==> src/rtl/rsfb_pkg.sv <==
package rsfb_pkg;
  typedef enum logic {
    WQ_IDLE = 1'b0,
    WQ_WAIT = 1'b1
  } wq_state_e;
endpackage

==> src/rtl/rsfb_raster.sv <==
// Tracks the column and row of the pixel at the ring tap.
module rsfb_raster #(
  parameter  int H_PIX   = 32,
  parameter  int V_LINES = 8,
  localparam int XW      = $clog2(H_PIX),
  localparam int YW      = $clog2(V_LINES)
) (
  input  logic          clk,
  input  logic          rst_n,
  input  logic          step,
  output logic [XW-1:0] col,
  output logic [YW-1:0] row,
  output logic          line_start,
  output logic          frame_start
);
  localparam logic [XW-1:0] COL_LAST = XW'(H_PIX - 1);
  localparam logic [YW-1:0] ROW_LAST = YW'(V_LINES - 1);

  logic [XW-1:0] col_q, col_d;
  logic [YW-1:0] row_q, row_d;

  always_comb begin
    col_d = col_q;
    row_d = row_q;
    if (step) begin
      if (col_q == COL_LAST) begin
        col_d = '0;
        row_d = (row_q == ROW_LAST) ? '0 : row_q + 1'b1;
      end else begin
        col_d = col_q + 1'b1;
      end
    end
  end

  always_ff @(posedge clk or negedge rst_n) begin
    if (!rst_n) begin
      col_q <= '0;
      row_q <= '0;
    end else begin
      col_q <= col_d;
      row_q <= row_d;
    end
  end

  assign col         = col_q;
  assign row         = row_q;
  assign line_start  = (col_q == '0);
  assign frame_start = (col_q == '0) && (row_q == '0);
endmodule

==> src/rtl/rsfb_ring.sv <==
// Circulating bit ring: stage 0 is the tap, the feed enters at the far end.
module rsfb_ring #(
  parameter int DEPTH = 256
) (
  input  logic clk,
  input  logic rst_n,
  input  logic step,
  input  logic put_sel,
  input  logic put_bit,
  output logic tap_bit
);
  logic [DEPTH-1:0] ring_q, ring_d;
  logic             feed;

  assign feed = put_sel ? put_bit : ring_q[0];

  for (genvar i = 0; i < DEPTH; i++) begin : g_stage
    if (i == DEPTH - 1) begin : g_far
      assign ring_d[i] = step ? feed : ring_q[i];
    end else begin : g_mid
      assign ring_d[i] = step ? ring_q[i+1] : ring_q[i];
    end
  end

  always_ff @(posedge clk or negedge rst_n) begin
    if (!rst_n) ring_q <= '0;
    else        ring_q <= ring_d;
  end

  assign tap_bit = ring_q[0];
endmodule

==> src/rtl/rsfb_wq.sv <==
// Single-entry write holder: waits until its pixel is at the tap.
module rsfb_wq
  import rsfb_pkg::*;
#(
  parameter int XW = 5,
  parameter int YW = 3
) (
  input  logic          clk,
  input  logic          rst_n,
  input  logic          step,
  input  logic          req_valid,
  input  logic [XW-1:0] req_x,
  input  logic [YW-1:0] req_y,
  input  logic          req_val,
  input  logic [XW-1:0] col,
  input  logic [YW-1:0] row,
  output logic          ready,
  output logic          done,
  output logic          hit,
  output logic          put_bit
);
  wq_state_e     st_q, st_d;
  logic [XW-1:0] x_q, x_d;
  logic [YW-1:0] y_q, y_d;
  logic          v_q, v_d;
  logic          done_q;

  assign hit = (st_q == WQ_WAIT) && step && (col == x_q) && (row == y_q);

  always_comb begin
    st_d = st_q;
    x_d  = x_q;
    y_d  = y_q;
    v_d  = v_q;
    if (st_q == WQ_IDLE) begin
      if (req_valid) begin
        st_d = WQ_WAIT;
        x_d  = req_x;
        y_d  = req_y;
        v_d  = req_val;
      end
    end else if (hit) begin
      st_d = WQ_IDLE;
    end
  end

  always_ff @(posedge clk or negedge rst_n) begin
    if (!rst_n) begin
      st_q   <= WQ_IDLE;
      x_q    <= '0;
      y_q    <= '0;
      v_q    <= 1'b0;
      done_q <= 1'b0;
    end else begin
      st_q   <= st_d;
      x_q    <= x_d;
      y_q    <= y_d;
      v_q    <= v_d;
      done_q <= hit;
    end
  end

  assign ready   = (st_q == WQ_IDLE);
  assign done    = done_q;
  assign put_bit = v_q;
endmodule

==> src/rtl/rsfb_top.sv <==
module rsfb_top #(
  parameter  int H_PIX   = 32,
  parameter  int V_LINES = 8,
  localparam int XW      = $clog2(H_PIX),
  localparam int YW      = $clog2(V_LINES),
  localparam int NPIX    = H_PIX * V_LINES
) (
  input  logic          clk,
  input  logic          rst_n,
  input  logic          pix_en,
  input  logic          wr_valid,
  input  logic [XW-1:0] wr_x,
  input  logic [YW-1:0] wr_y,
  input  logic          wr_val,
  output logic          wr_ready,
  output logic          wr_done,
  output logic          vid_bit,
  output logic          line_start,
  output logic          frame_start
);
  logic [XW-1:0] tap_col;
  logic [YW-1:0] tap_row;
  logic          put_sel;
  logic          put_bit;

  rsfb_raster #(.H_PIX(H_PIX), .V_LINES(V_LINES)) u_raster (
    .clk         (clk),
    .rst_n       (rst_n),
    .step        (pix_en),
    .col         (tap_col),
    .row         (tap_row),
    .line_start  (line_start),
    .frame_start (frame_start)
  );

  rsfb_wq #(.XW(XW), .YW(YW)) u_wq (
    .clk       (clk),
    .rst_n     (rst_n),
    .step      (pix_en),
    .req_valid (wr_valid),
    .req_x     (wr_x),
    .req_y     (wr_y),
    .req_val   (wr_val),
    .col       (tap_col),
    .row       (tap_row),
    .ready     (wr_ready),
    .done      (wr_done),
    .hit       (put_sel),
    .put_bit   (put_bit)
  );

  rsfb_ring #(.DEPTH(NPIX)) u_ring (
    .clk     (clk),
    .rst_n   (rst_n),
    .step    (pix_en),
    .put_sel (put_sel),
    .put_bit (put_bit),
    .tap_bit (vid_bit)
  );
endmodule

==> config.mk <==
export PLATFORM = sky130hd
export DESIGN_NAME = rsfb_top
export DESIGN_NICKNAME = d
export VERILOG_FILES = /design/src/rtl/rsfb_pkg.sv /design/src/rtl/rsfb_raster.sv /design/src/rtl/rsfb_ring.sv /design/src/rtl/rsfb_wq.sv /design/src/rtl/rsfb_top.sv
export SDC_FILE = /design/constraint.sdc
export NUM_CORES = 1
export LEC_CHECK = 0
export ABC_AREA = 1
export BUFFER_PORTS_ARGS = -buffer_cell sky130_fd_sc_hd__buf_2
export CAP_MARGIN = 20
export CORE_ASPECT_RATIO = 1.2
export CORE_MARGIN = 8
export CORE_UTILIZATION = 44
export DETAILED_ROUTE_END_ITERATION = 10
export PLACE_DENSITY_LB_ADDON = 0.15
export SETUP_SLACK_MARGIN = 0.02
export SLEW_MARGIN = 20
export SYNTH_ARGS = -nofsm -noshare
export SYNTH_HDL_FRONTEND = slang
export SYNTH_SLANG_ARGS = --single-unit
==> constraint.sdc <==
create_clock -name clk -period 2.3 [get_ports clk]
set_input_delay 0.115 -clock clk [delete_from_list [all_inputs] [get_ports clk]]
set_output_delay 0.115 -clock clk [all_outputs]
set_load 0.02 [all_outputs]
Word-level counts from Yosys, hierarchy flattened
Cells that the tools add are included.
{ "totals": {"ff_bits": 275, "inputBits": 13, "wordCells": 29} }
{ "op_classes": {"addsub": 2, "n_eq_ne": 4, "mux": 6, "n_bitwise": 1, "n_reduce_logical": 8} }
{ "ops": {"columns": ["operator", "count"], "rows": [
  ["$add A5 B1 Y5 const B", 1],
  ["$eq A5 B5 Y1", 1],
  ["$eq A5 B5 Y1 const B", 1],
  ["$logic_not A5 Y1", 1],
  ["$mux W5", 1],
  ["$logic_and A1 B1 Y1", 4],
  ["$mux W1", 4],
  ["$reduce_and A2 Y1", 2],
  ["$add A3 B1 Y3 const B", 1],
  ["$eq A3 B3 Y1", 1],
  ["$eq A3 B3 Y1 const B", 1],
  ["$logic_not A3 Y1", 1],
  ["$mux W3", 1],
  ["$not A1 Y1", 1]
]} }

Depth between registers and ports, before layout
{ "logic_depth": {"depth_word": 5, "ltp_mapped": 10, "ltp_nobuf": 10} }

By module
A second synthesis with hierarchy kept.
{ "unflattened": {"cells_unflattened": 1218, "hier_area_um2": 10923.0} }
{ "modules_own_cells": {"columns": ["module", "instances", "cells_per_inst", "area_each_um2", "seq_area_each_um2"], "rows": [
  ["rsfb_ring", 1, 1085, 9840.7, 6406.1],
  ["rsfb_wq", 1, 80, 615.6, 275.3],
  ["rsfb_raster", 1, 53, 466.7, 200.2]
]} }

Worst setup path after synthesis
Ideal clock, no wire load.
{ "synth_timing": {"path_kind": "register -> output", "startpoint": "reg u_raster.col_q[1], in the netlist u_raster.col[1]", "endpoint": "out frame_start", "t_arrival_ps": 1223, "t_required_ps": 2185, "slack_ps": 962, "path_stages_with_launch": 7, "path_buffers": 0, "cell_sequence": "dfrtp_1 inv_1 ha_1 nand4_1 inv_1 nand2_1 nor2_1"} }
{ "synth_via": {"elab_chain_cells": 2} }
{ "synth_rtl": {"columns": ["element", "line", "source"], "rows": [
  ["from (decl)", "rsfb_raster.sv:19", "logic [XW-1:0] col_q, col_d;"],
  ["from (signal assigned)", "rsfb_raster.sv:40", "col_q <= col_d;"],
  ["$logic_not A5 Y1", null, null],
  ["via line_start", "rsfb_top.sv:18", "output logic line_start,"],
  ["$logic_and A1 B1 Y1", "rsfb_raster.sv:48", "assign frame_start = (col_q == '0) && (row_q == '0);"],
  ["to (decl)", "rsfb_top.sv:19", "output logic frame_start"]
]} }
The timed path passes the listed nets, and every way through them passes these cells.

Final worst setup path
{ "layout_timing": {"startpoint": "reg u_raster.col_q[1], in the netlist u_raster.col[1]", "endpoint": "out frame_start"} }
{ "layout_via": {"elab_chain_cells": 2} }
{ "layout_rtl": {"columns": ["element", "line"], "rows": [
  ["$logic_not A5 Y1", "rsfb_raster.sv:48"],
  ["$logic_and A1 B1 Y1", "rsfb_raster.sv:48"]
]} }
No other way between the ends.

==> metrics.txt <==
status finished clean; DRT antenna net count 0; Die H approximately 190 um; root buf cell clkbuf_16; number of gates resized after CTS 0; DRC viols 0; DRT Pass-1 Iters 5; worst vdd ir 0.000699 V; detail-routed via count per cell about 4.6; Non-Filler Instances 1575; Syn Nets 1239; Leakage 6.95 nW; largest net degree at the start of global routing 178; initial antenna violation count 0; Post-CTS Setup Repair Bufs 0; Critical Path RT 2.18 ns; worst-path fanout max 3; Seq cells post-synth 275; CTS tree built; drt wl/cell 11.2 um; Num CTS Buffers 28; f_max ~0.55 GHz; post-route minimum period 1.82 ns; diode count 0; leading cell type in the layout, fill and taps excluded nand2_1; r2r setup slk 0.87 ns; Synth warnings 0; # fillers 2336; Post-Place Cells 1513; vias in the first global route 7169; hold wc startpoint wr_valid; CTS max path bufs 3; total global-route track usage 12.2%; share of cells above drive strength 1 6.96%; Ports 18; std cell rows 63; worst r2r src u_raster.col[0]$_DFFE_PN0P_; I/O Buffers 17; Final nets approximately 1.2k; Clock Sinks around 280; DRT iter0 DRCs 465; Remaining Overflow, GRT 0; DIE AREA 29800 um^2; initial core utilization around 44%; Synth cell types 20; routability cong. 0.781; detailed placer's ending HPWL 9.73 mm; die span in x approximately 160 um; most frequent cells in the layout nand2_1 (794), dfrtp_1 (275), clkbuf_16 (28); CP startpoint u_raster.col[1]$_DFFE_PN0P_; Clk pin slew, worst setup/hold paths 0.06 ns; Routed WL around 18 mm; clock skew 0.00996 ns; WP data arrival roughly 1.7 ns; Min Hold Slack 0.0522 ns; PD cells 898 nW/um^2; setup tns final 0 ns; Startpoint Class register; Synth Cell Area 10800 um^2; Crit Path Class reg2out; first-pass GRT wire length 32.3 mm; final worst path period share 79.1%; final setup fails 0; worst skew pair latency 0.54 ns; Post-Syn Instances 1220; Via Count 7183; Area Overhead vs Synth 12.1%; final hold violation count 0; floorplan core area ~24000 um^2; max-slew violations 0; RSZ-0062 raised after global routing no; Slew @ Worst Pin 0.734 ns; endpoint class of the critical path primary output; htree depth 1; slew margin rel. slightly above 50%; HP Class in2reg; syn_area_per_cell 8.85 um^2; maxcap violations 0; sequential-to-total area share from yosys stat a little under two thirds
==> power by group <==
part           leakage (nW)  switching [mW]  total (mW)  internal [mW]
combinational          2.68           0.684        1.03          0.343
clock                 0.480            1.81        4.59           2.78
sequential             3.79           0.174        5.25           5.07
total                  6.95            2.67        10.9           8.19
==> sequential cells by signal (all words and copies together), names as in the netlist <==
| signal | count |
|---|---|
| u_wq.put_bit | 1 |
| u_wq.y_q | 3 |
| u_wq.x_q | 5 |
| u_raster.col | 5 |
| u_ring.ring_q | 256 |
| u_wq.st_q | 1 |
| u_wq.done | 1 |
| u_raster.row | 3 |
==> per-layer routing <==
layer  track usage (%)  vias up  share of wire, %  routed length (um)
li1                  -     3683                 -                   -
met1              16.3     3391                50                8790
met2              20.2       85                45                8000
met3              2.17       24               3.4                 599
met4              3.60        0               1.7                 306
met5                 0        -                 0                   0
==> area by class of cell <==
| class | count | area [um^2] | area share, % |
|---|---|---|---|
| flip-flops and latches | 275 | 6880 | 56.9 |
| clock inverters | 9 | 106 | 0.879 |
| repair buffers | 38 | 377 | 3.11 |
| inverters | 26 | 103 | 0.848 |
| clock buffers | 42 | 853 | 7.06 |
| well taps | 325 | 407 | 3.36 |
| multi-input cells | 860 | 3370 | 27.8 |
==> stage by stage <==
step	util [%]	area (um^2)	worst slack, ns	power [mW]
global placement	45.1	11000	0.927	6.36
CTS	49.5	12100	0.455	11.1
finish	49.5	12100	0.482	10.9
detailed placement	45.1	11000	0.894	6.37
floorplan	-	10800	0.962	6.05
global route	49.5	12100	0.309	11.4
==> path summary, 6_finish.rpt <==
| kind | endpoint | cells after the start |
|---|---|---|
| max | frame_start | 7 |
| max reg2reg | u_raster.row[0]$_DFFE_PN0P_ | 8 |
| min | u_wq.st_q$_DFF_PN0_ | 3 |
| min reg2reg | u_ring.ring_q[211]$_DFFE_PN0P_ | 2 |
| max in group asynchronous | u_ring.ring_q[202]$_DFFE_PN0P_ | 3 |
| min in group asynchronous | u_ring.ring_q[105]$_DFFE_PN0P_ | 2 |
==> cell usage after synthesis, drive strengths merged <==
cell,number,area (um^2)
nand2,797,3000
dfrtp,275,6880
buf,59,447
inv,26,97.6
nor2,17,63.8
a21oi,12,60.1
o21ai,9,45.0
nand3,7,35.0
ha,6,75.1
nor3,5,30.0
mux2,2,22.5
nand4,2,12.5
xor2,2,17.5
and3,1,6.26
==> kinds of logic after synthesis <==
group	share of synthesized area [%]
adder cells (fa/ha/maj)	0.696
AND/OR/NAND/NOR	29.2
buffers and inverters	5.04
flip-flops	63.8
multiplexers	0.209
AO/OA/AOI/OAI	0.974
XOR/XNOR	0.162
==> worst max-delay path: stages, from the launching register on <==
cell,delay (ns)
dfrtp_1,0.40
inv_1,0.12
ha_1,0.16
nand4_1,0.09
inv_1,0.10
nand2_1,0.06
nor2_1,0.08
buf_2,0.17
==> timing repair <==
action                                 CTS  global route
setup endpoints to repair                0             0
endpoints found under the hold margin  284             0
hold buffers                            11             0
No activity file was read; power rests on OpenSTA's default activity.
